File: src/rtl/bml_pkg.sv
// Package: shared types and helpers for the boot-time serial loader.
// Assumes: nothing beyond IEEE 1800-2017 elaboration semantics.
package bml_pkg;

    // Loader phases: off (power not good), shifting, word complete
    typedef enum logic [1:0] {
        LD_OFF   = 2'd0,
        LD_SHIFT = 2'd1,
        LD_DONE  = 2'd2
    } ld_state_e;

    // True when v is a non-zero power of two
    function automatic bit is_pow2(input int unsigned v);
        return (v != 0) && ((v & (v - 1)) == 0);
    endfunction

endpackage

File: src/rtl/bml_clk_div.sv
// Module: bml_clk_div
// Divides the master clock by CLK_DIV to make a 50% duty serial clock.
// It also gives a one-cycle strobe on the master cycle whose closing
// edge raises the serial clock.
// Assumes: CLK_DIV is even and at least 2, and run_i is synchronous.
module bml_clk_div #(
    parameter int unsigned CLK_DIV = 256
) (
    input  logic clk_i,
    input  logic rst_n_i,
    input  logic run_i,
    output logic sclk_o,
    output logic rise_o
);

    localparam int unsigned HALF  = CLK_DIV / 2;
    localparam int unsigned CNT_W = (CLK_DIV > 2) ? $clog2(CLK_DIV) : 1;
    localparam logic [CNT_W-1:0] RISE_AT = CNT_W'(HALF - 1);
    localparam logic [CNT_W-1:0] HALF_V  = CNT_W'(HALF);

    logic [CNT_W-1:0] cnt_q;
    logic [CNT_W-1:0] cnt_nxt;
    logic             sclk_q;

    // Next count: a power-of-two divider wraps on its own, any other value compares
    generate
        if (bml_pkg::is_pow2(CLK_DIV)) begin : g_wrap_free
            always_comb cnt_nxt = cnt_q + 1'b1;
        end else begin : g_wrap_cmp
            always_comb cnt_nxt = (cnt_q == CNT_W'(CLK_DIV - 1)) ? '0 : cnt_q + 1'b1;
        end
    endgenerate

    // Phase counter and registered serial clock, both cleared when not running
    always_ff @(posedge clk_i) begin
        if (!rst_n_i || !run_i) begin
            cnt_q  <= '0;
            sclk_q <= 1'b0;
        end else begin
            cnt_q  <= cnt_nxt;
            sclk_q <= (cnt_nxt >= HALF_V);
        end
    end

    // Strobe in the cycle whose closing edge takes the serial clock high
    always_comb rise_o = rst_n_i && run_i && (cnt_q == RISE_AT);

    assign sclk_o = sclk_q;

endmodule

File: src/rtl/bml_shift_in.sv
// Module: bml_shift_in
// Collects NUM_BITS serial bits, first arrival at index 0, and stops
// once full. It shifts right, with each new bit entering at the top.
// Assumes: take_i is a single-cycle strobe, and run_i low clears it.
module bml_shift_in #(
    parameter int unsigned NUM_BITS = 256
) (
    input  logic                clk_i,
    input  logic                rst_n_i,
    input  logic                run_i,
    input  logic                take_i,
    input  logic                sdata_i,
    output logic [NUM_BITS-1:0] word_o,
    output logic                full_o
);

    localparam int unsigned BCNT_W = $clog2(NUM_BITS + 1);
    localparam logic [BCNT_W-1:0] LAST = BCNT_W'(NUM_BITS);

    logic [NUM_BITS-1:0] word_q;
    logic [NUM_BITS-1:0] word_nxt;
    logic [BCNT_W-1:0]   cnt_q;

    // Shift path: one bit wide is a plain load, wider shifts towards bit 0
    generate
        if (NUM_BITS == 1) begin : g_single
            always_comb word_nxt = sdata_i;
        end else begin : g_shift
            always_comb word_nxt = {sdata_i, word_q[NUM_BITS-1:1]};
        end
    endgenerate

    // Capture one bit per strobe until the count reaches NUM_BITS
    always_ff @(posedge clk_i) begin
        if (!rst_n_i || !run_i) begin
            word_q <= '0;
            cnt_q  <= '0;
        end else if (take_i && !full_o) begin
            word_q <= word_nxt;
            cnt_q  <= cnt_q + 1'b1;
        end
    end

    // Full once the last bit has been stored
    always_comb full_o = (cnt_q == LAST);

    assign word_o = word_q;

endmodule

File: src/rtl/bml_cfg_hold.sv
// Module: bml_cfg_hold
// Sequences the load and holds the finished word. It enables capture
// until the word is complete, then copies it to a zero-initialised
// output register one cycle after the last bit.
// Assumes: full_i is registered upstream and stays high until cleared.
module bml_cfg_hold #(
    parameter int unsigned NUM_BITS = 256
) (
    input  logic                clk_i,
    input  logic                rst_n_i,
    input  logic                run_i,
    input  logic                full_i,
    input  logic [NUM_BITS-1:0] word_i,
    output logic                take_en_o,
    output logic [NUM_BITS-1:0] cfg_o,
    output logic                valid_o
);

    import bml_pkg::*;

    ld_state_e           state_q;
    logic [NUM_BITS-1:0] cfg_q;

    // Phase sequencing and copying of the completed word
    always_ff @(posedge clk_i) begin
        if (!rst_n_i || !run_i) begin
            state_q <= LD_OFF;
            cfg_q   <= '0;
        end else begin
            unique case (state_q)
                LD_OFF:   state_q <= LD_SHIFT;
                LD_SHIFT: begin
                    if (full_i) begin
                        state_q <= LD_DONE;
                        cfg_q   <= word_i;
                    end
                end
                LD_DONE:  state_q <= LD_DONE;
                default:  state_q <= LD_OFF;
            endcase
        end
    end

    // Capture is allowed until the word is complete
    always_comb take_en_o = run_i && (state_q != LD_DONE);

    // Valid flag decoded from the phase
    always_comb valid_o = (state_q == LD_DONE);

    assign cfg_o = cfg_q;

endmodule

File: src/rtl/boot_mode_loader.sv
// Module: boot_mode_loader (top)
// Loads a NUM_BITS configuration word serially after power-good, using
// a serial clock of clk_i / CLK_DIV that keeps running after the load.
// Assumes: pwr_good_i is synchronous to clk_i, and rst_n_i is
// synchronous and active low.
module boot_mode_loader #(
    parameter int unsigned CLK_DIV  = 256,
    parameter int unsigned NUM_BITS = 256
) (
    input  logic                clk_i,
    input  logic                rst_n_i,
    input  logic                pwr_good_i,
    input  logic                ser_data_i,
    output logic                ser_clk_o,
    output logic [NUM_BITS-1:0] cfg_word_o,
    output logic                cfg_valid_o
);

    logic                rise_w;
    logic                take_en_w;
    logic                full_w;
    logic [NUM_BITS-1:0] word_w;

    // Serial clock generation
    bml_clk_div #(.CLK_DIV(CLK_DIV)) u_div (
        .clk_i   (clk_i),
        .rst_n_i (rst_n_i),
        .run_i   (pwr_good_i),
        .sclk_o  (ser_clk_o),
        .rise_o  (rise_w)
    );

    // Bit collection on serial-clock rising edges
    bml_shift_in #(.NUM_BITS(NUM_BITS)) u_shift (
        .clk_i   (clk_i),
        .rst_n_i (rst_n_i),
        .run_i   (pwr_good_i),
        .take_i  (rise_w && take_en_w),
        .sdata_i (ser_data_i),
        .word_o  (word_w),
        .full_o  (full_w)
    );

    // Sequencing and the output hold register
    bml_cfg_hold #(.NUM_BITS(NUM_BITS)) u_hold (
        .clk_i     (clk_i),
        .rst_n_i   (rst_n_i),
        .run_i     (pwr_good_i),
        .full_i    (full_w),
        .word_i    (word_w),
        .take_en_o (take_en_w),
        .cfg_o     (cfg_word_o),
        .valid_o   (cfg_valid_o)
    );

endmodule

File: config.mk
export PLATFORM = sky130hd
export DESIGN_NAME = boot_mode_loader
export DESIGN_NICKNAME = d
export VERILOG_FILES = /design/src/rtl/bml_pkg.sv /design/src/rtl/bml_clk_div.sv /design/src/rtl/bml_shift_in.sv /design/src/rtl/bml_cfg_hold.sv /design/src/rtl/boot_mode_loader.sv
export SDC_FILE = /design/constraint.sdc
export NUM_CORES = 1
export LEC_CHECK = 0
export BUFFER_PORTS_ARGS = -buffer_cell sky130_fd_sc_hd__buf_2
export CAP_MARGIN = 20
export CORE_UTILIZATION = 50
export DETAILED_ROUTE_END_ITERATION = 10
export PLACE_DENSITY = 0.74
export REMOVE_ABC_BUFFERS = 1
export SETUP_SLACK_MARGIN = 0.15
export SYNTH_ARGS = -nofsm -noshare
export SYNTH_HDL_FRONTEND = slang
export SYNTH_HIERARCHICAL = 1
export SYNTH_SLANG_ARGS = --single-unit
File: constraint.sdc
create_clock -name clk_i -period 2.3 [get_ports clk_i]
set_input_delay 0.345 -clock clk_i [delete_from_list [all_inputs] [get_ports clk_i]]
set_output_delay 0.345 -clock clk_i [all_outputs]
set_load 0.03 [all_outputs]
# Word-level counts from Yosys, hierarchy flattened
# Cells that the tools add are included.
[op_classes] mux=2 eq_ne=6 magnitude_cmp=1 n_reduce_logical=11 n_addsub=2
[op_table] operator="adder 9 x 1 -> 9 bit (second input constant)" count=1
[op_table] operator="== test 9 bit (second input constant)" count=1
[op_table] operator="adder 8 x 1 -> 8 bit (second input constant)" count=1
[op_table] operator="== test 8 x 7 -> 1 bit (second input constant)" count=1
[op_table] operator=">= comparator 8 bit (second input constant)" count=1
[op_table] operator="one-hot mux 2 bit (3 select lines)" count=1
[op_table] operator="logical AND 1 bit" count=5
[op_table] operator="inequality test 2 bit (second input constant)" count=2
[op_table] operator="logical NOT 1 bit" count=3
[op_table] operator="== test 2 x 1 -> 1 bit (second input constant)" count=1
[op_table] operator="== test 2 bit (second input constant)" count=1
[op_table] operator="logical NOT 2 bit" count=1
[op_table] operator="two-way mux 2 bit" count=1
[op_table] operator="AND reduction 2 bit" count=1
[op_table] operator="logical OR 1 bit" count=1
[totals] regBits=532 word_cells=28 out_inout_bits=258

# Logic depth before layout (Yosys ltp)
# Gate-level depths: netlist (run 1).
[depth] ltp_word=4 ltp_mapped=11

# By module
# The synthesis (run 1) kept the hierarchy.
[modules_own_cells] mod="bml_shift_in" cells_each=883 area_each_um2=9562.9 n_inst=1
[modules_own_cells] mod="bml_cfg_hold" cells_each=1125 area_each_um2=9106.2 n_inst=1
[modules_own_cells] mod="bml_clk_div" cells_each=37 area_each_um2=344.1 n_inst=1
[modules_own_cells] mod="boot_mode_loader" cells_each=1 area_each_um2=6.3 n_inst=1

# Worst setup path after synthesis (run 1)
# No wires, ideal clock.
[synth_path] kind="reg-to-reg" from="reg u_div.cnt_q[0]" to="reg u_shift.cnt_q[8]" t_arrival_ns=2.107 required_ns=2.230 setup_slack_ns=0.123 stages_incl_launch_ff=9 setup_time_ns=0.070 path_buffers=1 path_cell_list="dfxtp_1 -> ha_1 -> nand2_1 -> nor4_1 -> and2_1 -> clkbuf_1 -> nand4_1 -> or4_1 -> a21oi_1"
[synth_between] elab_chain_cells=4
[synth_lines] element="start, declared" line_no="bml_clk_div.sv:21" rtl="logic [CNT_W-1:0] cnt_q;"
[synth_lines] element="start signal, assigned" line_no="bml_clk_div.sv:40" rtl="cnt_q <= cnt_nxt;"
[synth_lines] element="== test 8 x 7 -> 1 bit" line_no="bml_clk_div.sv:46" rtl="always_comb rise_o = rst_n_i && run_i && (cnt_q == RISE_AT);"
[synth_lines] element="logical AND 1 bit" line_no="bml_clk_div.sv:46"
[synth_lines] element="via rise_w" line_no="boot_mode_loader.sv:19" rtl="logic rise_w;"
[synth_lines] element="logical AND 1 bit" line_no="boot_mode_loader.sv:38" rtl=".take_i (rise_w && take_en_w),"
[synth_lines] element="logical AND 1 bit" line_no="bml_shift_in.sv:38" rtl="end else if (take_i && !full_o) begin"
[synth_lines] element="end signal, assigned" line_no="bml_shift_in.sv:40" rtl="cnt_q <= cnt_q + 1'b1;"
[synth_lines] element="end, declared" line_no="bml_shift_in.sv:22" rtl="logic [BCNT_W-1:0] cnt_q;"
# The timed path passes the listed nets, and every way through them passes these cells.
# A chain may end at the register's enable or synchronous reset.

# Worst setup path in the final report (run 1)
[layout_path] from="reg u_shift.cnt_q[0]" to="reg u_hold.cfg_q[216], in the netlist u_hold/cfg_o[216]"
[layout_between] elab_chain_cells=2
[layout_lines] element="== test 9 bit" line_no="bml_shift_in.sv:45" rtl="always_comb full_o = (cnt_q == LAST);"
[layout_lines] element="via full_w" line_no="boot_mode_loader.sv:21" rtl="logic full_w;"
[layout_lines] element="AND reduction 2 bit (no source line)"
[layout_lines] element="end signal, assigned" line_no="bml_cfg_hold.sv:35" rtl="cfg_q <= word_i;"
[layout_lines] element="end, declared" line_no="bml_cfg_hold.sv:22" rtl="logic [NUM_BITS-1:0] cfg_q;"
# The timed path passes the listed nets, and every way through them passes these cells.

==> metrics.txt, run 1 <==
post-route clock period utilization=90.5%; I/O pins=262; Die Wd=197 um; FF-to-FF Start=u_shift/cnt_q[0]; Setup Crit Path Kind=register to register; area share of the largest cell type after synthesis=56.0%; setup TNS=0 ns; fmax=480 MHz; GR Overflow Total=0; layout cells sized above 1=20.3%; nets@finish=2317; Final Max Slew Viols=0; register share of total power=51.9%; leading area contributor after synthesis=dfxtp_1; vias per cell=5.18; Post-Route WL=47.8 mm; Vias=14776; Fillers=3098; Int Power=0.0141 W; max-cap violations=0; fin crit period=2.08 ns; pin count of the biggest net entering global routing=146; Cell Area, Synth=19000 um^2; clk root buf=clkbuf_16; switching pwr=0.00360 W; Slew headroom=54.2%; Async SR Flop Fraction=0%; Sink Count=532; drt drc=0; Reg area=10700 um^2; crit path from=u_shift/cnt_q[0]; dpl hpwl=25.7 mm; Top FF cell, synth=dfxtp_1; Critical Path Sink=u_hold/cfg_o[216]; Worst R2R End=u_hold/cfg_o[216]; Core Region=37600 um^2; Worst VDD drop=494 uV; DIE HEIGHT=197 um; DR WL/cell=16.7 um; # diodes=0; gr usage total=20.5%; cts bufs inserted=52; TritonCTS clock tree=yes; die area=38800 um^2; CP Capture Type=register; first-pass GRT wire length=66.0 mm; ANT nets after route=0; R2R depth=9; top-count cell post-synth=nand2_1; GPL Wtd Cong=0.779; Yosys warning total=6; most frequent cells after synthesis=nand2_1 (771), dfxtp_1 (532), mux2i_1 (258); starting DRC count in detailed routing=901; Post-CTS Hold Buffers=0; CTS H-Tree Depth=2; # rows=71; Clock Pin Slew Worst Setup and Hold Paths=0.06 ns; dpl ws=0.000435 ns; critical path arrival=2.58 ns; dpl cell area=20600 um^2; largest cells by area after synthesis=dfxtp_1 (56%), nand2_1 (15%), mux2i_1 (14%); register bit total from synthesis=532; Area Overhead vs Synth=22.1%; Worst Setup Start Kind=register; combinational group share of total power=1.2%; Bufs on Longest Clock Path=3; vias in the first global route=13629; status=complete, no violations; Gate Count Post-Synth=2046; RSZ-0062 raised after global routing=true; area taken by multi-input logic gates=7480 um^2; PwrDens=764 nW/um^2; synthesized area per cell=9.30 um^2; Worst Path Required=2.80 ns; Initial Utilization=50.6%; clk_skew=0.0211 ns; Total Power=0.0177 W; Cell variety after synth=33; initial antenna violation count=0; Worst-Skew Late Latency=0.59 ns; Pre-antenna DRT Iters=5; Fin. Hold Viols=0; IO buf count=261; Clk pwr share=46.9%; worst slew pin tran=0.687 ns; Sw Share=20.3%; post-synthesis sequential area ratio=56.0%; R2R setup slack=0.22 ns; leak pwr=10.4 nW; setup ws final=0.218 ns; number of synthesized flops with an enable pin=0; crit path max fanout=25; Hold Path Class=input port to register; Setup violations, final=0; design area=23200 um^2
-- state kept, by name, indices dropped and copies added, names as in the netlist --
name            flops
u_shift/cnt_q       9
u_div/cnt_q         8
u_hold/cfg_o      256
u_div/sclk_o        1
u_shift/word_o    256
u_hold/state_q      2
-- critical path, cell delays in order (launching register included) --
cell     delay [ns]
dfxtp_4        0.34
inv_2          0.05
ha_1           0.14
or4b_4         0.50
nor2_4         0.16
and2_4         0.19
buf_12         0.18
buf_12         0.18
nand2_1        0.10
a21oi_1        0.14
-- power by group through the flow --
stage	logic, W	registers [W]	clock network, W
finish	0.000214	0.00922	0.00832
global route	0.000230	0.00921	0.00888
CTS	0.000201	0.00922	0.00848
detailed placement	0.000200	0.00942	0
global placement	0.000197	0.00942	0
floorplan	0.000114	0.00942	0
-- worst min-delay path by stage --
stage	start	to	cells after the start
floorplan	u_div/cnt_q[0]	u_div/cnt_q[0]	1
global placement	u_shift/word_o[139]	u_hold/cfg_o[139]	2
detailed placement	u_hold/cfg_o[246]	u_hold/cfg_o[246]	2
CTS	ser_data_i	u_shift/word_o[255]	3
global route	ser_data_i	u_shift/word_o[255]	3
finish	ser_data_i	u_shift/word_o[255]	3
-- cell type report --
class,count,area share [%]
well taps,511,2.75
clock inverters,14,0.625
flip-flops and latches,532,45.9
repair buffers,349,11.9
multi-input cells,1367,32.2
inverters,5,0.0808
clock buffers,77,6.57
-- layer usage --
| metal | vias up | routed length [um] | global-route usage [%] |
|---|---|---|---|
| li1 | 7245 | - | - |
| met1 | 7073 | 21000 | 26.4 |
| met3 | 70 | 2660 | 4.37 |
| met5 | - | 0 | 0 |
| met4 | 0 | 1130 | 6.20 |
| met2 | 388 | 23000 | 34.4 |
-- kinds of logic after synthesis --
logic type / Yosys count / share of synthesized area [%]
and+or+nand+nor: 815 / 16.6
DFF: 532 / 56.0
AOI/OAI and AO/OA: 279 / 7.67
muxes: 258 / 13.6
buffers and inverters: 151 / 5.54
adders and majority gates: 6 / 0.395
xor gates and xnor gates: 5 / 0.230
-- placed cells by master (no fill, tap or decap), types with 3 or more instances in the layout --
| cell | n |
|---|---|
| bufinv_16 | 3 |
| o21ai_0 | 6 |
| or3_1 | 5 |
| nor2_1 | 8 |
| buf_4 | 26 |
| buf_12 | 20 |
| nand4_1 | 3 |
| clkinv_2 | 11 |
| inv_1 | 3 |
| mux2i_1 | 258 |
| buf_16 | 10 |
| a21oi_2 | 12 |
| nand2_1 | 763 |
| buf_6 | 14 |
| o31ai_1 | 3 |
| nand3_1 | 4 |
| clkbuf_1 | 13 |
| o2111ai_1 | 3 |
| clkbuf_8 | 11 |
| dfxtp_1 | 530 |
| and2_4 | 3 |
| xor2_1 | 4 |
| ha_1 | 4 |
| buf_2 | 261 |
| nand2_2 | 16 |
| nand2_8 | 4 |
| a21oi_1 | 253 |
| clkbuf_16 | 69 |
-- metrics by stage --
step	util, %	hold slack (ns)	instances
after floorplan	-	0.429	1900
after global placement	54.8	0.435	2715
after detailed placement	54.8	0.443	2715
after CTS	59.4	0.0176	2809
after global routing	61.8	0.0314	2855
final	61.8	0.0559	2855
-- what timing repair did --
| item | in CTS | in global routing |
|---|---|---|
| setup buffers | 2 | 10 |
| cloned | 1 | 36 |
| pin swaps | 1 | 1 |
| endpoints found under the setup margin | 348 | 482 |
| endpoints found under the hold margin | 0 | 0 |
| resized for setup | 7 | 43 |
Note: power is estimated with default switching activity, not from simulation.
==> run 2, diff against run 1 <==
--- a/config.mk
+++ b/config.mk
@@ -9,7 +9,8 @@
 export CAP_MARGIN = 20
 export CORE_UTILIZATION = 50
 export DETAILED_ROUTE_END_ITERATION = 10
-export PLACE_DENSITY = 0.74
+export GPL_TIMING_DRIVEN = 0
+export PLACE_DENSITY = 0.71
 export REMOVE_ABC_BUFFERS = 1
 export SETUP_SLACK_MARGIN = 0.15
 export SYNTH_ARGS = -nofsm -noshare
==> constraint.sdc (replaced) <==
create_clock -name clk_i -period 2.4 [get_ports clk_i]
set_input_delay 0.36 -clock clk_i [delete_from_list [all_inputs] [get_ports clk_i]]
set_output_delay 0.36 -clock clk_i [all_outputs]
set_load 0.03 [all_outputs]
==> metrics.txt, run 2 (synthesis results as in run 1) <==
Post-Route WL=47.9 mm (+0.16%); vias per cell=5.15 (-0.45%); met2 Resource Use GR=37.5% (+3.1 points); Pre-antenna DRT Iters=5 (unchanged); Worst VDD drop=678 uV (+37%); first-pass GRT wire length=69.6 mm (+5.6%); Vias=14720 (-0.38%); Clock Pin Slew Worst Setup and Hold Paths=0.06 ns (about the same); crit-path cells=inv_1 > ha_1 > or4b_4 > o21ai_4 > buf_6 > buf_4 > buf_4 > bufbuf_16 > mux2i_1; leak pwr=10.6 nW (+1.2%); gr usage total=22.2% (+1.7 points); # rows=71 (unchanged); Worst Path Required=2.90 ns (+0.10 ns); Area Overhead vs Synth=23.1%; clk root buf=clkbuf_16; CP Capture Type=register; Final Max Slew Viols=0 (unchanged); TritonCTS clock tree=yes; layout cells sized above 1=20.1% (-0.23 points); dpl cell area=20500 um^2 (-0.39%); critical path's largest stage delay=0.51 ns (about the same); fmax=454 MHz (-5.4%); Post-CTS Hold Buffers=0 (unchanged); grt met1 use=27.7% (+1.3 points); pin count of the biggest net entering global routing=89 (-39%); DIE HEIGHT=197 um (unchanged); most frequent cells in the layout=nand2_1 (763), dfxtp_1 (529), buf_2 (261); PwrDens=726 nW/um^2 (-5.0%); GR Overflow Total=0 (unchanged); Setup violations, final=0 (unchanged); clk_skew=0.0146 ns (-0.00650 ns); dpl hpwl=24.8 mm (-3.8%); post-placement cell count=2695 (-0.74%); die area=38800 um^2 (unchanged); Bufs on Longest Clock Path=3 (unchanged); Initial Utilization=50.6% (unchanged); Worst-Skew Late Latency=0.58 ns (about the same); most frequent CP cell=buf_4; GRT busiest layer=met2; Sink Count=532 (unchanged); commonest non-fill, non-tap cell in the layout=nand2_1; cts bufs inserted=51 (-1.9%); WHS=0.0406 ns (-0.0153 ns); status=complete, no violations; routing usage on met3=4.70% (+0.32 points); dpl ws=-0.863 ns (-0.863 ns); Finished Layout Cells=2857 (+0.070%); DR WL/cell=16.8 um (about the same); post-route clock period utilization=91.7% (+1.2 points); setup ws final=0.199 ns (-0.0191 ns); Die Wd=197 um (unchanged); vias in the first global route=13560 (-0.51%); RSZ-0062 raised after global routing=true; critical path arrival=2.70 ns (+0.12 ns); starting DRC count in detailed routing=784 (-13%); design area=23400 um^2 (+0.85%); CTS H-Tree Depth=2 (unchanged); Fin. Hold Viols=0 (unchanged); crit-path leading delay family=buffers and inverters; I/O pins=262 (unchanged); max-cap violations=0 (unchanged); Core Region=37600 um^2 (unchanged); worst slew pin tran=0.783 ns (+0.0960 ns); initial antenna violation count=0 (unchanged); ANT nets after route=0 (unchanged); WP buf/inv=5 (+2); drt drc=0 (unchanged); Slew headroom=47.8% (-6.4 points); GPL Wtd Cong=0.740 (-5.0%); Worst Setup Start Kind=register; # diodes=0 (unchanged); IO buf count=261 (unchanged); Setup Crit Path Kind=register to register; Hold Path Class=input port to register; fin crit period=2.20 ns (+0.119 ns); crit path max fanout=10 (-60%); nets@finish=2321 (+0.17%); Worst path slowest cell=or4b_4
[run 2: area by class of cell]
class	count	area (um^2)
fill	3167	14200
sequential	532	10700
inverter	5	18.8
clock buffer	81	1540
multi-input combinational	1369	7460
tap	511	639
timing repair buffer	352	2990
clock inverter	7	113
[run 2: path summary, 6_finish.rpt]
kind	cells after the start	end	slack, ns	startpoint
hold reg to reg	1	u_div/cnt_q[0]	0.44	u_div/cnt_q[0]
setup / recovery	9	u_shift/word_o[185]	0.20	u_shift/cnt_q[1]
hold / removal	3	u_shift/word_o[255]	0.04	ser_data_i
setup reg to reg	9	u_shift/word_o[185]	0.20	u_shift/cnt_q[1]
[run 2: worst register-to-register path, delay by kind of cell (launching register included)]
family                     cells  cell delay, ns
adders and majority gates      1            0.13
and+or+nand+nor                1            0.51
AOI/OAI and AO/OA              1            0.24
DFF                            1            0.34
muxes                          1            0.19
buffers and inverters          5            0.73
[run 2: metal layers]
metal	vias up	routed length, um
met5	-	0
met4	0	898
met3	62	2680
met2	366	23200
met1	7040	21100
li1	7252	-
[run 2: report_power, final]
group | internal, W | switching [W] | total (W)
clock network | 0.00469 | 0.00327 | 0.00796
logic | 0.0000414 | 0.000172 | 0.000213
registers | 0.00883 | 0.00000315 | 0.00884
total | 0.0136 | 0.00345 | 0.0170
[run 2: repair_timing]
| action | CTS | global route |
|---|---|---|
| endpoints found under the setup margin | 496 | 408 |
| pin swaps | 4 | 3 |
| gates cloned | 17 | 17 |
| buffers inserted | 24 | 16 |
| resized for setup | 22 | 24 |
[run 2: through the flow]
| stage | total power [W] | TNS (ns) | util (%) |
|---|---|---|---|
| final | 0.0170 | 0 | 62.3 |
| after floorplan | 0.00914 | -3152.29 | - |
| after CTS | 0.0171 | 0 | 60.9 |
| after detailed placement | 0.00924 | -175.86 | 54.6 |
| after global placement | 0.00920 | -4640.12 | 53.0 |
| after global routing | 0.0175 | 0 | 62.3 |
==> run 3, diff against run 2 <==
--- a/config.mk
+++ b/config.mk
@@ -7,10 +7,12 @@
 export LEC_CHECK = 0
 export BUFFER_PORTS_ARGS = -buffer_cell sky130_fd_sc_hd__buf_2
 export CAP_MARGIN = 20
-export CORE_UTILIZATION = 50
+export CELL_PAD_IN_SITES_DETAIL_PLACEMENT = 0
+export CELL_PAD_IN_SITES_GLOBAL_PLACEMENT = 2
+export CORE_UTILIZATION = 38
 export DETAILED_ROUTE_END_ITERATION = 10
 export GPL_TIMING_DRIVEN = 0
-export PLACE_DENSITY = 0.71
+export PLACE_DENSITY_LB_ADDON = 0.1
 export REMOVE_ABC_BUFFERS = 1
 export SETUP_SLACK_MARGIN = 0.15
 export SYNTH_ARGS = -nofsm -noshare
==> metrics.txt, run 3 (synthesis results as in run 1) <==
status=complete, no violations; setup ws final=0.176 ns (-0.0222 ns); GPL Wtd Cong=0.711 (-3.9%); initial antenna violation count=0 (unchanged); vias per cell=4.73 (-8.1%); leak pwr=10.8 nW (+2.3%); nets@finish=2350 (+1.2%); DR WL/cell=16.9 um (+1.0%); fmax=450 MHz (-1.0%); critical path arrival=2.74 ns (+0.04 ns); crit path from=u_shift/cnt_q[0]; WP buf/inv=6 (+1); crit-path cells=inv_2 > ha_4 > or4b_4 > o21ai_4 > buf_6 > buf_12 > buf_16 > buf_16 > clkbuf_16 > mux2i_1; Slew headroom=49.9% (+2.1 points); critical path's largest stage delay=0.51 ns (about the same); DIE HEIGHT=226 um (+15%); Setup Crit Path Kind=register to register; R2R depth=10 (+1); ANT nets after route=0 (unchanged); fin crit period=2.22 ns (+0.0222 ns); Worst-Skew Late Latency=0.59 ns (about the same); Fin. Hold Viols=0 (unchanged); starting DRC count in detailed routing=670 (-15%); Total Power=0.0176 W (+3.5%); layout cells sized above 1=21.3% (+1.2 points); Final Core Density=49.0% (-13 points); TritonCTS clock tree=yes; die area=50900 um^2 (+31%); first-pass GRT wire length=75.4 mm (+8.3%); Vias=14423 (-2.0%); routed wl met2=24.0 mm (+3.4%); clk_skew=0.0129 ns (-0.00171 ns); Clock Pin Slew Worst Setup and Hold Paths=0.06 ns (about the same); max-cap violations=0 (unchanged); crit path max fanout=6 (-4); Metal-1 WL=23.9 mm (+14%); # diodes=0 (unchanged); most frequent cells in the layout=nand2_1 (769), dfxtp_1 (527), buf_2 (261); dpl ws=-0.804 ns (+0.0585 ns); most frequent CP cell=buf_16; design area=24100 um^2 (+2.9%); CP Capture Type=register; dpl hpwl=27.5 mm (+11%); crit-path leading delay family=buffers and inverters; Core Region=49200 um^2 (+31%); FF-to-FF Start=u_shift/cnt_q[0]; RSZ-0062 raised after global routing=true; Worst path slowest cell=or4b_4; met3 routed WL=2.82 mm (+5.1%); CTS H-Tree Depth=2 (unchanged); Initial Utilization=38.7% (-12 points); Setup violations, final=0 (unchanged); Bufs on Longest Clock Path=3 (unchanged); # rows=81 (+14%); Sink Count=532 (unchanged); post-route clock period utilization=92.6% (+0.92 points); IO buf count=261 (unchanged); Worst Setup Start Kind=register; critical path depth=10 (+1); post-placement cell count=2850 (+5.8%); pin count of the biggest net entering global routing=85 (-4.5%); top sig layer=met4; Worst VDD drop=518 uV (-24%); hold wc startpoint=pwr_good_i; Worst Hold Depth=2 (-1); clk root buf=clkbuf_16; Finished Layout Cells=3047 (+6.7%); Hold Path Class=input port to register; worst slew pin tran=0.752 ns (-0.0310 ns); cts bufs inserted=56 (+9.8%); drt drc=0 (unchanged); GR Overflow Total=0 (unchanged); I/O pins=262 (unchanged); Post-Route WL=51.6 mm (+7.7%); commonest non-fill, non-tap cell in the layout=nand2_1; Worst Path Required=2.92 ns (+0.02 ns); Final Max Slew Viols=0 (unchanged); PwrDens=731 nW/um^2 (+0.58%); Die Wd=226 um (+15%); vias in the first global route=13486 (-0.55%); dpl cell area=20800 um^2 (+1.3%); Area Overhead vs Synth=26.7%; gr usage total=18.9% (-3.3 points); Pre-antenna DRT Iters=5 (unchanged)
run 3: area by class of cell:
class / instances / area [um^2]
inverter: 5 / 18.8
fill: 4768 / 25100
sequential: 532 / 10700
timing repair buffer: 377 / 3310
tap: 664 / 831
multi-input combinational: 1368 / 7460
clock inverter: 13 / 121
clock buffer: 88 / 1690
run 3: final timing paths:
path	slack (ns)	endpoint
hold reg to reg	0.45	u_hold/cfg_o[157]
hold / removal	0.11	u_div/cnt_q[1]
setup / recovery	0.18	u_shift/word_o[214]
setup reg to reg	0.18	u_shift/word_o[214]
run 3: power breakdown:
group          total (W)  leakage (nW)  switching, W  internal, W
combinational   0.000222          5.63      0.000178    0.0000434
clock            0.00855         0.897       0.00352      0.00502
sequential       0.00884          4.29    0.00000346      0.00883
run 3: stage by stage:
step / hold WS (ns) / TNS [ns]
2_1_floorplan: 0.429 / -3152.29
3_3_place_gp: 0.437 / -4906.58
3_5_place_dp: 0.442 / -141.37
4_1_cts: 0.0705 / 0
5_1_grt: 0.0981 / 0
6_report: 0.105 / 0
run 3: layer usage:
layer | vias up | global-route usage (%)
met5 | - | 0
met4 | 0 | 5.09
met3 | 67 | 4.66
met2 | 257 | 31.2
met1 | 6774 | 24.5
li1 | 7325 | -
run 3: repair_timing:
action	4_1_cts	5_1_grt
buffers inserted	28	32
endpoints found under the setup margin	371	390
hold buffers	1	0
gates cloned	19	16
pin swaps	4	7
hold endpoints to repair	1	0
resized for setup	25	35
